===== src/rtl/vcap_pkg.sv =====
// Shared constants and types for the video capture port.
// Assumes: timing codes open with one FF byte and two 00 bytes.
package vcap_pkg;
    localparam logic [7:0] CODE_LEAD = 8'hFF;
    localparam logic [7:0] CODE_ZERO = 8'h00;
    localparam int         PRE_LEN   = 3;
    localparam int         F_BIT     = 6;
    localparam int         V_BIT     = 5;
    localparam int         H_BIT     = 4;

    typedef struct packed {
        logic fld;
        logic vb;
        logic hb;
    } vcap_timing_t;
endpackage


===== src/rtl/vcap_trs_detect.sv =====
// Timing code detector with a byte delay line.
// Each incoming byte is tagged as active or not as it enters. When a code
// is found, the three preamble bytes still in the line lose their tag.
// Bytes and code events leave the line in arrival order, so downstream
// logic sees every code after the last pixel that came before it.
// Assumes: payload bytes never equal FF or 00; LAG > PRE_LEN.
module vcap_trs_detect
    import vcap_pkg::*;
#(
    parameter int LAG = 4
) (
    input  logic         clk,
    input  logic         rst_n,
    input  logic [7:0]   din,
    output logic [7:0]   pix_byte,
    output logic         pix_vld,
    output logic         trs_stb,
    output vcap_timing_t tim
);
    localparam int LAST = LAG - 1;

    logic [LAG-1:0][7:0] dly;
    logic [LAG-1:0]      keep;
    logic [LAG-1:0]      mark;
    logic                in_act;
    logic                is_code;

    // Preamble match: din is the status byte when this is true
    always_comb begin
        is_code = (dly[2] == CODE_LEAD) && (dly[1] == CODE_ZERO) &&
                  (dly[0] == CODE_ZERO);
    end

    // Delay line with active tags and code markers
    always_ff @(posedge clk) begin
        if (!rst_n) begin
            dly    <= '0;
            keep   <= '0;
            mark   <= '0;
            in_act <= 1'b0;
        end else begin
            dly[0]  <= din;
            keep[0] <= in_act && !is_code;
            mark[0] <= is_code;
            for (int i = 1; i < LAG; i++) begin
                dly[i]  <= dly[i-1];
                mark[i] <= mark[i-1];
                keep[i] <= keep[i-1] && !(is_code && (i <= PRE_LEN));
            end
            if (is_code)
                in_act <= !din[V_BIT] && !din[H_BIT];
        end
    end

    // Output stage: pixel byte, code strobe and latched timing flags
    always_ff @(posedge clk) begin
        if (!rst_n) begin
            pix_byte <= '0;
            pix_vld  <= 1'b0;
            trs_stb  <= 1'b0;
            tim      <= '{fld: 1'b0, vb: 1'b1, hb: 1'b1};
        end else begin
            pix_byte <= dly[LAST];
            pix_vld  <= keep[LAST];
            trs_stb  <= mark[LAST];
            if (mark[LAST])
                tim <= '{fld: dly[LAST][F_BIT], vb: dly[LAST][V_BIT],
                         hb: dly[LAST][H_BIT]};
        end
    end
endmodule


===== src/rtl/vcap_pack.sv =====
// Byte-to-word packer with optional 2:1 group decimation.
// Counts the active bytes of each line in groups of WORD_BYTES. With
// decimation on, only even groups are kept. A line start clears the counters.
// Assumes: active bytes per line are a multiple of WORD_BYTES.
module vcap_pack #(
    parameter int WORD_BYTES = 4
) (
    input  logic                    clk,
    input  logic                    rst_n,
    input  logic [7:0]              pix_byte,
    input  logic                    pix_vld,
    input  logic                    line_start,
    input  logic                    decim_en,
    output logic                    word_stb,
    output logic [WORD_BYTES*8-1:0] word_data
);
    localparam int IDX_W = $clog2(WORD_BYTES);
    localparam int ACC_W = (WORD_BYTES - 1) * 8;
    localparam logic [IDX_W-1:0] IDX_LAST = IDX_W'(WORD_BYTES - 1);

    logic [IDX_W-1:0] idx;
    logic             odd_grp;
    logic [ACC_W-1:0] acc;
    logic             take;

    // Keep decision and completed word
    always_comb begin
        take      = pix_vld && (!decim_en || !odd_grp);
        word_stb  = take && (idx == IDX_LAST);
        word_data = {pix_byte, acc};
    end

    // Byte position, group parity and partial word
    always_ff @(posedge clk) begin
        if (!rst_n) begin
            idx     <= '0;
            odd_grp <= 1'b0;
            acc     <= '0;
        end else if (line_start) begin
            idx     <= '0;
            odd_grp <= 1'b0;
        end else if (pix_vld) begin
            idx <= idx + IDX_W'(1);
            if (idx == IDX_LAST)
                odd_grp <= !odd_grp;
            if (take)
                acc <= {pix_byte, acc[ACC_W-1:8]};
        end
    end
endmodule


===== src/rtl/vcap_wr_ctl.sv =====
// Write address generator and capture interrupt.
// Reloads the pointer at field starts (or only field-0 starts in frame
// mode), arms capture at the first reload, registers write requests and
// keeps a sticky interrupt set at the end of each field or frame.
// Assumes: mode inputs hold still while the stream runs.
module vcap_wr_ctl #(
    parameter int AW         = 24,
    parameter int WORD_BYTES = 4
) (
    input  logic                    clk,
    input  logic                    rst_n,
    input  logic                    word_stb,
    input  logic [WORD_BYTES*8-1:0] word_data,
    input  logic                    trs_stb,
    input  logic                    trs_fld,
    input  logic                    trs_vb,
    input  logic [AW-1:0]           base,
    input  logic                    per_frame,
    input  logic                    irq_clr,
    output logic                    wr_req,
    output logic [AW-1:0]           wr_addr,
    output logic [WORD_BYTES*8-1:0] wr_data,
    output logic                    irq
);
    logic [AW-1:0] ptr;
    logic          armed;
    logic          seen;
    logic          prev_fld;
    logic          prev_vb;
    logic          reload;
    logic          done;

    // Field or frame start and end events
    always_comb begin
        reload = trs_stb && seen && (trs_fld != prev_fld) &&
                 (!per_frame || !trs_fld);
        done   = trs_stb && seen && armed && trs_vb && !prev_vb &&
                 (!per_frame || prev_fld);
    end

    // Previous code state and arming
    always_ff @(posedge clk) begin
        if (!rst_n) begin
            seen     <= 1'b0;
            prev_fld <= 1'b0;
            prev_vb  <= 1'b1;
            armed    <= 1'b0;
        end else begin
            if (trs_stb) begin
                seen     <= 1'b1;
                prev_fld <= trs_fld;
                prev_vb  <= trs_vb;
            end
            if (reload)
                armed <= 1'b1;
        end
    end

    // Address pointer and registered write port
    always_ff @(posedge clk) begin
        if (!rst_n) begin
            ptr     <= '0;
            wr_req  <= 1'b0;
            wr_addr <= '0;
            wr_data <= '0;
        end else begin
            wr_req <= word_stb && armed;
            if (word_stb) begin
                wr_addr <= ptr;
                wr_data <= word_data;
            end
            if (reload)
                ptr <= base;
            else if (word_stb && armed)
                ptr <= ptr + AW'(WORD_BYTES);
        end
    end

    // Sticky interrupt, set over clear
    always_ff @(posedge clk) begin
        if (!rst_n)
            irq <= 1'b0;
        else if (done)
            irq <= 1'b1;
        else if (irq_clr)
            irq <= 1'b0;
    end
endmodule


===== src/rtl/vid656_capture.sv =====
// Top of the video capture port: code detector, packer, write control.
// Assumes: one byte per vid_clk rising edge; payload never holds FF or 00.
module vid656_capture
    import vcap_pkg::*;
#(
    parameter int AW         = 24,
    parameter int WORD_BYTES = 4,
    parameter int LAG        = 4
) (
    input  logic                    vid_clk,
    input  logic                    rst_n,
    input  logic [7:0]              vid_byte,
    input  logic                    decim_en,
    input  logic                    irq_per_frame,
    input  logic [AW-1:0]           buf_base,
    input  logic                    irq_clr,
    output logic                    wr_req,
    output logic [AW-1:0]           wr_addr,
    output logic [WORD_BYTES*8-1:0] wr_data,
    output logic                    cap_irq,
    output logic                    fld_id,
    output logic                    vblank,
    output logic                    hblank
);
    logic                    pix_vld;
    logic [7:0]              pix_byte;
    logic                    trs_stb;
    vcap_timing_t            tim;
    logic                    word_stb;
    logic [WORD_BYTES*8-1:0] word_data;
    logic                    line_start;

    // Timing flags to ports and line start to the packer
    always_comb begin
        fld_id     = tim.fld;
        vblank     = tim.vb;
        hblank     = tim.hb;
        line_start = trs_stb && !tim.hb;
    end

    vcap_trs_detect #(.LAG(LAG)) u_det (
        .clk      (vid_clk),
        .rst_n    (rst_n),
        .din      (vid_byte),
        .pix_byte (pix_byte),
        .pix_vld  (pix_vld),
        .trs_stb  (trs_stb),
        .tim      (tim)
    );

    vcap_pack #(.WORD_BYTES(WORD_BYTES)) u_pack (
        .clk        (vid_clk),
        .rst_n      (rst_n),
        .pix_byte   (pix_byte),
        .pix_vld    (pix_vld),
        .line_start (line_start),
        .decim_en   (decim_en),
        .word_stb   (word_stb),
        .word_data  (word_data)
    );

    vcap_wr_ctl #(.AW(AW), .WORD_BYTES(WORD_BYTES)) u_wr (
        .clk       (vid_clk),
        .rst_n     (rst_n),
        .word_stb  (word_stb),
        .word_data (word_data),
        .trs_stb   (trs_stb),
        .trs_fld   (tim.fld),
        .trs_vb    (tim.vb),
        .base      (buf_base),
        .per_frame (irq_per_frame),
        .irq_clr   (irq_clr),
        .wr_req    (wr_req),
        .wr_addr   (wr_addr),
        .wr_data   (wr_data),
        .irq       (cap_irq)
    );
endmodule


===== config.mk =====
export PLATFORM = sky130hd
export DESIGN_NAME = vid656_capture
export DESIGN_NICKNAME = d
export VERILOG_FILES = /design/src/rtl/vcap_pkg.sv /design/src/rtl/vcap_trs_detect.sv /design/src/rtl/vcap_pack.sv /design/src/rtl/vcap_wr_ctl.sv /design/src/rtl/vid656_capture.sv
export SDC_FILE = /design/constraint.sdc
export NUM_CORES = 1
export LEC_CHECK = 0
export ABC_AREA = 1
export BUFFER_PORTS_ARGS = -buffer_cell sky130_fd_sc_hd__buf_2
export CORE_MARGIN = 4
export CORE_UTILIZATION = 50
export DETAILED_ROUTE_END_ITERATION = 12
export PLACE_DENSITY = 0.71
export SYNTH_ARGS = -nofsm -noshare
export SYNTH_HDL_FRONTEND = slang
export SYNTH_HIERARCHICAL = 1
export SYNTH_SLANG_ARGS = --single-unit

===== constraint.sdc =====
create_clock -name vid_clk -period 4.7 [get_ports vid_clk]
set_clock_uncertainty 0.15 [all_clocks]
set_input_delay 0.47 -clock vid_clk [delete_from_list [all_inputs] [get_ports vid_clk]]
set_output_delay 0.47 -clock vid_clk [all_outputs]
set_load 0.02 [all_outputs]

# --- After elaboration in Yosys (flattened, before gate mapping) ---
# Index checks and enable logic that the tools add are counted.
totals:
  out_inout_bits: 61
  ff_bits: 167
  word_cells: 73
classes:
  addsub: 2
  n_mux: 4
  bitwise: 2
  n_reduce_logical: 37
  n_eq_ne: 3
ops:
  columns: ["operator", "count"]
  rows:
  - ["$mux 24", 2]
  - ["$add 24x3->24 const B", 1]
  - ["$logic_and 1x1->1", 18]
  - ["$logic_not 8->1", 2]
  - ["$logic_not 1->1", 9]
  - ["$eq 8x8->1 const B", 1]
  - ["$reduce_bool 2->1", 2]
  - ["$logic_or 1x1->1", 3]
  - ["$reduce_and 3->1", 1]
  - ["$add 2x1->2 const B", 1]
  - ["$eq 2x2->1 const B", 1]
  - ["$mux 1", 2]
  - ["$not 1->1", 2]
  - ["$reduce_and 2->1", 1]
  - ["$reduce_or 2->1", 1]
  - ["$ne 1x1->1", 1]

# --- Depth between registers and ports, before layout ---
# Gate-level depths: netlist (run 1).
logic_depth:
  word_depth: 7
  mapped_depth: 11
  ltp_nobuf: 10

# --- Modules after synthesis ---
# The synthesis (run 1) kept the hierarchy.
by_module_without_submodules:
  columns: ["module", "n_inst", "area_per_inst_um2", "cells_each"]
  rows:
  - ["vcap_wr_ctl", 1, 3748.6, 523]
  - ["vcap_trs_detect", 1, 1729.2, 216]
  - ["vcap_pack", 1, 1277.5, 184]
  - ["vid656_capture", 1, 10.0, 2]

# --- Worst setup path after synthesis (run 1) ---
# No wires, ideal clock.
synth_timing:
  kind: "reg2reg"
  start: "register u_pack.idx[0]"
  end: "register u_wr.ptr[4]"
  stages_incl_launch_ff: 11
  t_required_ns: 4.477
  t_arrival_ns: 1.445
  slack_ns: 3.032
  period_less_slack_ns: 1.668
  path_buffers: 1
  setup_time_ns: 0.073
  path_cell_list: "dfxtp_1 > ha_1 > nand2_1 > a21oi_1 > buf_4 > nand2_2 > inv_1 > nand2_1 > o21ai_0 > o21ai_0 > a21oi_1"
synth_between:
  elab_chain_cells: 4
synth_rtl:
  columns: ["element", "line_no", "source"]
  rows:
  - ["from (decl)", "vcap_pack.sv:21", "logic [IDX_W-1:0] idx;"]
  - ["from (signal assigned)", "vcap_pack.sv:43", "idx <= idx + IDX_W'(1);"]
  - ["$eq 2x2->1", "vcap_pack.sv:29", "word_stb = take && (idx == IDX_LAST);"]
  - ["$logic_and 1x1->1", "vcap_pack.sv:29", null]
  - ["via word_stb", "vid656_capture.sv:29", "logic word_stb;"]
  - ["$logic_and 1x1->1", "vcap_wr_ctl.sv:74", "else if (word_stb && armed)"]
  - ["$reduce_bool 2->1 (no line)", null, null]
  - ["to (signal assigned)", "vcap_wr_ctl.sv:73", "ptr <= base;"]
  - ["to (signal assigned)", "vcap_wr_ctl.sv:75", "ptr <= ptr + AW'(WORD_BYTES);"]
  - ["to (decl)", "vcap_wr_ctl.sv:25", "logic [AW-1:0] ptr;"]
# The timed path passes the listed nets, and every way through them passes these cells.
# A chain may end at the register's enable or synchronous reset.

# --- Worst setup path in the final report (run 1) ---
layout_timing:
  start: "register u_det.trs_stb"
  end: "register u_wr.ptr[16]"
layout_between:
  elab_chain_cells: 4
layout_rtl:
  columns: ["element", "line_no", "source"]
  rows:
  - ["from (decl)", "vcap_trs_detect.sv:17", "output logic trs_stb,"]
  - ["from (signal assigned)", "vcap_trs_detect.sv:65", "trs_stb <= mark[LAST];"]
  - ["$logic_and 1x1->1 (*) (3 in series)", "vcap_wr_ctl.sv:35", "reload = trs_stb && seen && (trs_fld != prev_fld) &&"]
  - ["$mux 24 or $reduce_bool 2->1 (tied branches)", null, null]
# Mark *: on every way between the ends. The rest lies on a longest branch, timed or not.

==> results.yml, run 1 <==
clock_tree:
  cts_resized: 0
  clock_sinks: 167
  cts_tree: "yes"
  cts_hold_buf: 0
  cts_setup_buffers: 0
  cts_made_buffers: 17
  insertion_delay_ns: 0.42
  clk_pin_slew_ns: 0.06
  cts_htree_levels: 4
  clockBufferDepth: 2
  cts-root-buf: "clkbuf_16"
sta:
  worst_pin_slew_ns: 0.987
  max_slew_margin: 0.340
  fin_ws_ns: 2.35
  setup_viol: 0
  finalHoldViolCount: 0
  period_needed_ns: 2.35
  final-max-slew-violation-count: 0
  tns_ns: 0
  grt_setup_unrepaired: "false"
  max_clock_freq_ghz: 0.426
  min_period_over_period: 0.499
final_layout:
  stdcell_count: 1180
  seq_area_sq_um: 3340
  drive_gt1_frac: 0.158
  fillers: 1261
  n_antenna_cell: 0
  final_area_sq_um: 7800
  area_growth_pct: 15.2
  layout.nets: 1031
  multi_input_area_sq_um: 2630
synthesis:
  syn_avg_cell_area_sq_um: 7.31
  yosysWarnings: 6
  synth_top_area_frac: 0.494
  synthArstFlopShare: 0
  synth_common_cells: "nand2_1 (169), dfxtp_1 (167), nor2_1 (158)"
  ys_seq_area_frac: 0.494
  yosys.area.top_type: "dfxtp_1"
  synth-edff-count: 0
  syn_inst: 925
  syn_nets: 964
  synth_flop_cell: "dfxtp_1"
  syn_area_sq_um: 6770
  ys_types: 33
  synth_most_common_cell: "nand2_1"
  yosys-top-cells-area: "dfxtp_1 (49%), nand2_1 (9.4%), nor2_1 (8.8%)"
  ys_seq_elements: 167
power_and_ir_drop:
  swShare: 0.199
  power.internal_mw: 2.30
  ir_drop_uv: 365
  comb_power_share: 0.021
  p_total_mw: 2.88
  p_clk_frac: 0.482
  switchingPower_mw: 0.572
  power.leakage_nw: 3.93
  p_per_area_nw_per_um2: 369
  seqPwrFrac: 0.497
worst_setup_path:
  crit_top_cell: "nand2_1"
  critPathMaxFanout: 41
  slowest_stage: "nand2_2"
  cp_num_buf_inv: 1
  critPathLaunchType: "flop"
  crit_family: "simple AND/OR/NAND/NOR gates"
  worstSetupPathType: "flop to flop"
  path_cells: "nand2_1 > a21oi_2 > nand2_2 > nand2_4 > clkinv_1 > nand2_1 > a21oi_1"
  slowest_delay_ns: 0.46
  worst_ep_required_time_ns: 4.83
  critPathArrivalTime_ns: 2.48
  crit_path_end_kind: "flop"
global_routing:
  grt_overflow: 0
  grtUsageTotal: 0.193
  antenna_found_initial: 0
  first_global_vias: 5171
  grt_pass1_wl_mm: 24.7
  grt_max_degree: 83
floorplanning:
  placementRows: 42
  ios: 98
  die-area_sq_um: 15500
  coreArea_sq_um: 13200
  initial_core_util: 0.511
  die_h_um: 124
  die_x_um: 124
detailed_routing:
  antenna_left: 0
  viasPerCell: 4.93
  drc: 0
  drt-total-wl_mm: 14.9
  drt_iter0_drc: 605
  post_drt_wl_per_cell_um: 12.6
  drtPass1Iterations: 8
  num_vias: 5823
placement:
  place_area_sq_um: 7210
  pre_cts_slack_ns: 2.27
  placed_cells: 1149
  gp_congestion: 0.832
  portBuffers: 97
  hpwl_mm: 9.64
status:
  status: "complete, no violations"
flow_run:
  max-cap-violations: 0
min_path:
  hold_class: "input pin to flop"
==> final timing paths <==
kind	start	slack (ns)	cells past startpoint	to
hold / removal	vid_byte[3]	0.08	3	u_det/dly[3]$_SDFF_PN0_
setup / recovery	u_det/trs_stb$_SDFF_PN0_	2.35	7	u_wr/ptr[16]$_SDFFE_PN0P_
setup reg to reg	u_det/trs_stb$_SDFF_PN0_	2.35	7	u_wr/ptr[16]$_SDFFE_PN0P_
hold reg to reg	u_det/mark[0]$_SDFF_PN0_	0.26	2	u_det/mark[1]$_SDFF_PN0_
==> registers in the layout (all words and copies together) (netlist names), 2 cells and up <==
name / count
u_det/dly: 32
u_wr/wr_data: 32
u_pack/acc: 24
u_wr/ptr: 24
u_wr/wr_addr: 24
u_det/pix_byte: 8
u_det/keep: 4
u_det/mark: 4
u_det/tim: 3
u_pack/idx: 2
==> final cells by class <==
class	count	area share
Multi-Input combinational cell	574	0.338
Clock buffer	22	0.0595
Sequential cell	167	0.429
Inverter	131	0.0631
Clock inverter	9	0.0160
Tap cell	176	0.0282
Timing Repair Buffer	101	0.0664
==> power by group through the flow <==
stage          Combinational, mW  Sequential, mW  Clock [mW]
2_1_floorplan             0.0385            1.46           0
3_3_place_gp              0.0599            1.46           0
3_5_place_dp              0.0597            1.46           0
4_1_cts                   0.0605            1.43        1.42
5_1_grt                   0.0694            1.43        1.47
6_report                  0.0595            1.43        1.39
==> placed cells by master, fill, tap and decap left out, types with 2 or more instances in the layout <==
cell type	n
clkbuf_8	2
nand2_1	169
nand2_4	2
clkbuf_16	17
nand4_1	7
a31oi_1	7
nor2_1	158
clkinv_1	3
o21ai_1	2
nor3_2	2
clkbuf_1	3
bufinv_16	3
nor2_2	5
nor3_1	3
o211ai_1	7
buf_2	96
buf_4	5
a21oi_2	2
nand3_1	62
clkinvlp_4	2
dfxtp_1	167
inv_1	124
nor2_4	4
nand2_2	7
o21ai_0	74
ha_1	2
clkinv_2	4
inv_2	4
xor2_1	2
a21oi_1	51
==> layer usage <==
metal | routed length (um) | vias to the layer above | GRT usage
met2 | 6720 | 182 | 0.294
met4 | 163 | 0 | 0.0554
met3 | 1000 | 17 | 0.0587
met1 | 6980 | 2612 | 0.264
met5 | 0 | - | 0
li1 | - | 3012 | -
==> kinds of logic after synthesis <==
logic type	Yosys count	synth area share
compound gates	145	0.113
xor+xnor	3	0.00388
fa+ha+maj	2	0.00370
buf+inv	184	0.118
flops	167	0.494
simple gates	424	0.267
==> metrics by stage <==
| stage | utilization | hold slack [ns] |
|---|---|---|
| finish | 0.589 | 0.0815 |
| global route | 0.589 | 0.0674 |
| CTS | 0.589 | 0.0646 |
| detailed placement | 0.544 | 0.249 |
| global placement | 0.544 | 0.242 |
| floorplan | - | 0.240 |
==> tightest hold or removal path: stages <==
cell and delay (ns):
buf_2 0.07, nand2_1 0.04, inv_1 0.04
Power figures use the tool's default switching activity.
==> inputs of run 2 (changes only) <==
- ABC_AREA: 1 -> 0
- PLACE_DENSITY: 0.71 -> 0.72
- clock period: 4.7 -> 2.4 ns (I/O delays scaled with it)
==> run 2 against run 1 <==
  * Sequential power grew 96%
  * Total power is 100% higher
  * Non-clock buffer count is 36 higher
  * Core utilization rose by 4.5 points
  * Critical path type unchanged
  * Design area is 2.8% lower
  * Clock power increased by 110%
  * Hold slack got worse by 0.052 ns
  * Register-to-register slack got worse by 2.2 ns
  * Count of clock-buffer cells in the layout shrank 4
  * Combinational power is 140% higher
==> results.yml, run 2 <==
floorplanning:
  die_h_um: 118
  placementRows: 40
  initial_core_util: 0.510
  ios: 98
  die-area_sq_um: 14000
  coreArea_sq_um: 12000
  die_x_um: 118
sta:
  worst_pin_slew_ns: 0.702
  finalHoldViolCount: 0
  min_period_over_period: 0.939
  max_clock_freq_ghz: 0.444
  fin_ws_ns: 0.147
  tns_ns: 0
  setup_viol: 0
  final-max-slew-violation-count: 0
  max_slew_margin: 0.532
  grt_setup_unrepaired: "false"
  period_needed_ns: 2.25
placement:
  hpwl_mm: 8.15
  placed_cells: 809
  gp_congestion: 0.785
  pre_cts_slack_ns: 0.0786
  portBuffers: 97
clock_tree:
  cts_htree_levels: 4
  clockBufferDepth: 2
  clock_sinks: 167
  insertion_delay_ns: 0.42
  cts_made_buffers: 17
  cts-root-buf: "clkbuf_16"
  cts_tree: "yes"
  clk_pin_slew_ns: 0.06
final_layout:
  area_growth_pct: 24.4
  fillers: 988
  final_common_cell: "dfxtp_1"
  drive_gt1_frac: 0.217
  n_antenna_cell: 0
  layout.nets: 749
  stdcell_count: 870
  largestRegisters: "u_det/dly: 32 flops, u_wr/wr_data: 32 flops"
  final_cell_mix: "dfxtp_1 (167), buf_2 (97), mux2i_1 (88), nor2_1 (74), nand2_1 (50)"
worst_setup_path:
  critPathLaunchType: "flop"
  critPathLaunch: "u_pack/idx[0]$_SDFFE_PP0P_"
  r2r-start: "u_pack/idx[0]$_SDFFE_PP0P_"
  critPathMaxFanout: 6
  worstSetupPathType: "flop to flop"
  crit_path_end_kind: "flop"
  r2r_cells: 7
  worst_ep_required_time_ns: 2.59
  r2r_slack_ns: 0.15
  critPathArrivalTime_ns: 2.45
synthesis:
  synth-edff-count: 0
  syn_avg_cell_area_sq_um: 10.2
  synth_common_cells: "dfxtp_1 (167), mux2i_1 (88), nor2_1 (74)"
  syn_inst: 597
  yosys-top-cells-area: "dfxtp_1 (55%), mux2i_1 (14%), and2_1 (4.6%)"
  syn_area_sq_um: 6090
  synth_flop_cell: "dfxtp_1"
  ys_seq_area_frac: 0.549
  syn_nets: 636
  synth_top_area_frac: 0.549
  yosysWarnings: 6
  synth_most_common_cell: "dfxtp_1"
  ys_seq_elements: 167
  synthArstFlopShare: 0
  ys_types: 48
  yosys.area.top_type: "dfxtp_1"
global_routing:
  grtUsageTotal: 0.181
  antenna_found_initial: 0
  grt_overflow: 0
  grt_pass1_wl_mm: 20.8
  grt_max_degree: 70
  first_global_vias: 4301
power_and_ir_drop:
  power.leakage_nw: 3.16
  p_per_area_nw_per_um2: 776
  ir_drop_uv: 440
detailed_routing:
  num_vias: 4463
  drt_iter0_drc: 310
  antenna_left: 0
  drtPass1Iterations: 4
  drt-total-wl_mm: 12.5
  post_drt_wl_per_cell_um: 14.4
  drc: 0
  viasPerCell: 5.13
min_path:
  worstHoldStart: "buf_base[19]"
  hold_depth: 3
  hold_class: "input pin to flop"
status:
  status: "complete, no violations"
flow_run:
  max-cap-violations: 0
-- run 2: cell types whose count changed after synthesis, moves of 45 or more --
cell / before / now
and2_1: 0 / 45
inv_1: 124 / 6
mux2i_1: 0 / 88
nand2_1: 169 / 50
nand3_1: 62 / 5
nor2_1: 158 / 74
o21ai_0: 74 / 22
-- run 2: area by class of cell --
class / instances / area (sq um) / share of cell area
flip-flops and latches: 167 / 3340 / 0.441
multi-input cells: 380 / 2510 / 0.331
repair buffers: 137 / 875 / 0.115
clock buffers: 18 / 439 / 0.0579
clock inverters: 14 / 208 / 0.0274
well taps: 147 / 184 / 0.0243
inverters: 7 / 26.3 / 0.00347
-- run 2: path summary, 6_finish.rpt --
check | to
setup / recovery | u_wr/ptr[21]$_SDFFE_PN0P_
hold / removal | u_wr/ptr[19]$_SDFFE_PN0P_
setup reg to reg | u_wr/ptr[21]$_SDFFE_PN0P_
hold reg to reg | u_det/pix_byte[2]$_SDFF_PN0_
-- run 2: cell families after synthesis --
group | count (synthesis) | synth area share
AND/OR/NAND/NOR | 222 | 0.186
flip-flops | 167 | 0.549
multiplexers | 88 | 0.145
AO/OA/AOI/OAI | 53 | 0.0513
buffers and inverters | 50 | 0.0435
XOR/XNOR | 15 | 0.0216
adder cells (fa/ha/maj) | 2 | 0.00411
-- run 2: per-stage QoR --
step                      total power, mW  instance area (sq um)  utilization  hold slack [ns]
after global routing                 6.08                   7580        0.634           0.0376
after global placement               2.97                   6630        0.554            0.265
after floorplan                      2.92                   6090            -            0.188
final                                5.88                   7580        0.634           0.0296
after detailed placement             2.97                   6630        0.554            0.267
after CTS                            5.93                   7560        0.632          0.00255
-- run 2: power breakdown --
group	internal [mW]	leakage, nW	switching, mW
clock	1.80	0.311	1.14
sequential	2.79	1.35	0.00962
combinational	0.0725	1.50	0.0702
-- run 2: critical path, cell delays in order, from the launching register on --
cell	delay, ns
dfxtp_1	0.35
ha_1	0.15
nand2_1	0.10
a21oi_4	0.14
nand4_2	0.13
or4_4	0.60
or4_1	0.41
a31oi_1	0.15
-- run 2: metal layers --
layer,wire (um),track usage
met5,0,0
met4,136,0.0608
met1,5720,0.236
met3,571,0.0517
met2,6110,0.291
-- run 2: repair_timing --
action,4_1_cts,5_1_grt
hold endpoints to repair,28,1
setup buffers,0,0
setup endpoints to repair,0,52
hold buffers,28,1
gates resized for setup,0,4
==> inputs of run 3 (changes only) <==
- BUFFER_PORTS_ARGS: -buffer_cell sky130_fd_sc_hd__buf_2 -> not set
- CELL_PAD_IN_SITES_DETAIL_PLACEMENT: not set -> 2
- CELL_PAD_IN_SITES_GLOBAL_PLACEMENT: not set -> 2
- CORE_MARGIN: 4 -> 10
- CORE_UTILIZATION: 50 -> 39
- DONT_BUFFER_PORTS: not set -> 1
- PLACE_DENSITY: 0.72 -> not set
- PLACE_DENSITY_LB_ADDON: not set -> 0.1
==> run 3 against run 2 <==
  * The run now ends with hold timing left
  * Global-route usage fell by 3.1 points
  * Count of clock-buffer cells in the layout rose by 4
  * Largest power group is now sequential cells
  * Clock power fell by 7.8%
  * Sequential cell count did not move
  * Register-to-register slack got worse by 0.099 ns
  * Highest routed layer unchanged
  * Die area rose by 50%
==> results.yml, run 3 (synthesis gave the netlist of run 2 again) <==
power_and_ir_drop:
  seqPwrFrac: 0.497
  comb_power_share: 0.022
  switchingPower_mw: 1.16
  p_total_mw: 5.64
  swShare: 0.207
  p_clk_frac: 0.481
  ir_drop_uv: 457
  power.leakage_nw: 2.74
  p_per_area_nw_per_um2: 775
  power.internal_mw: 4.47
worst_setup_path:
  critPathLaunch: "u_pack/idx[1]$_SDFFE_PP0P_"
  critPathMaxFanout: 7
  r2r_slack_ns: 0.05
  worstSetupPathType: "flop to flop"
  worst_ep_required_time_ns: 2.59
  r2r_cells: 7
  critPathLaunchType: "flop"
  crit_path_end_kind: "flop"
  r2r-end: "u_wr/ptr[21]$_SDFFE_PN0P_"
  critPathArrivalTime_ns: 2.54
  r2r-start: "u_pack/idx[1]$_SDFFE_PP0P_"
flow_run:
  max-cap-violations: 0
floorplanning:
  die-area_sq_um: 21000
  coreArea_sq_um: 15300
  placementRows: 45
  ios: 98
  initial_core_util: 0.399
  die_x_um: 145
  die_h_um: 145
sta:
  min_period_over_period: 0.980
  grt_setup_unrepaired: "true"
  finalHoldViolCount: 1
  tns_ns: 0
  hold_slack_ns: -0.0226
  setup_viol: 0
  worst_pin_slew_ns: 0.615
  max_slew_margin: 0.589
  final-max-slew-violation-count: 0
  max_clock_freq_ghz: 0.425
  period_needed_ns: 2.35
final_layout:
  layout.nets: 665
  final_common_cell: "dfxtp_1"
  drive_gt1_frac: 0.106
  post-route-util: 0.477
  largestRegisters: "u_det/dly: 32 flops, u_wr/wr_data: 32 flops"
  final_cell_mix: "dfxtp_1 (166), mux2i_1 (88), nor2_1 (74), nand2_1 (50), and2_1 (45)"
  fillers: 1571
  n_antenna_cell: 0
  area_growth_pct: 19.4
detailed_routing:
  post_drt_wl_per_cell_um: 18.9
  drt_iter0_drc: 145
  viasPerCell: 5.01
  num_vias: 4259
  drtPass1Iterations: 4
  antenna_left: 0
  drc: 0
  drt-total-wl_mm: 16.1
clock_tree:
  clockBufferDepth: 2
  cts-root-buf: "clkbuf_16"
  clk_pin_slew_ns: 0.06
  insertion_delay_ns: 0.42
  cts_tree: "yes"
  cts_made_buffers: 17
  clock_sinks: 167
  cts_htree_levels: 4
placement:
  hpwl_mm: 10.4
  portBuffers: 0
  gp_congestion: 0.735
min_path:
  hold_depth: 2
  min_to: "u_wr/prev_vb$_SDFFE_PN1P_"
  hold_class: "input pin to flop"
  worstHoldStart: "rst_n"
global_routing:
  grtUsageTotal: 0.150
  grt_max_degree: 103
  antenna_found_initial: 0
  grt_overflow: 0
  first_global_vias: 4596
  grt_pass1_wl_mm: 25.8
status:
  status: "finished with violations"
  violations: "hold timing"
==> run 3: worst max-delay path by stage <==
| stage | to | slack [ns] |
|---|---|---|
| finish | u_wr/ptr[21]$_SDFFE_PN0P_ | 0.05 |
| global route | u_wr/ptr[21]$_SDFFE_PN0P_ | -0.02 |
| CTS | u_wr/ptr[23]$_SDFFE_PN0P_ | 0.008 |
| detailed placement | u_wr/wr_data[8]$_SDFFE_PN0P_ | -0.02 |
| global placement | u_wr/ptr[21]$_SDFFE_PN0P_ | 0.04 |
| floorplan | u_wr/ptr[21]$_SDFFE_PN0P_ | 0.09 |
==> run 3: through the flow <==
step | cells | setup slack (ns) | area [sq um]
after floorplan | 597 | 0.0903 | 6090
after global placement | 780 | 0.0445 | 6270
after detailed placement | 780 | -0.0156 | 6270
after CTS | 847 | 0.00787 | 7240
after global routing | 850 | -0.0158 | 7280
final | 850 | 0.0478 | 7280
==> run 3: worst max-delay path, stage by stage (launching register included) <==
cell	delay (ns)
dfxtp_1	0.34
ha_1	0.15
nand2_1	0.10
a21oi_4	0.18
nand4_4	0.12
or4_4	0.62
or4_4	0.44
a31oi_1	0.18
==> run 3: final cells by class <==
type	instances	area [sq um]	area share
clock buffer	22	474	0.0652
clock inverter	10	120	0.0165
inverter	7	26.3	0.00361
multi-input combinational	380	2520	0.346
sequential	167	3340	0.460
tap	211	264	0.0363
timing repair buffer	53	532	0.0731
==> run 3: repair_timing <==
action                                 CTS  global route
gates resized for setup                  2             4
buffers inserted                         0             3
endpoints found under the hold margin  106             0
setup endpoints to repair               14             3
hold buffers                            35             0
pin swaps                                1             1
==> run 3: power groups by stage <==
stage               Sequential (mW)  Clock [mW]  Combinational (mW)
floorplan                      2.86           0              0.0595
global placement               2.86           0              0.0524
detailed placement             2.86           0              0.0545
CTS                            2.80        2.79               0.128
global route                   2.80        2.93               0.140
finish                         2.80        2.71               0.126
==> run 3: routing by layer <==
metal / GRT usage / part of all wire / vias up
met5: 0 / 0 / -
met4: 0.0485 / 0.011 / 0
met1: 0.172 / 0.43 / 2090
met3: 0.0546 / 0.059 / 18
met2: 0.254 / 0.50 / 77
li1: - / - / 2074
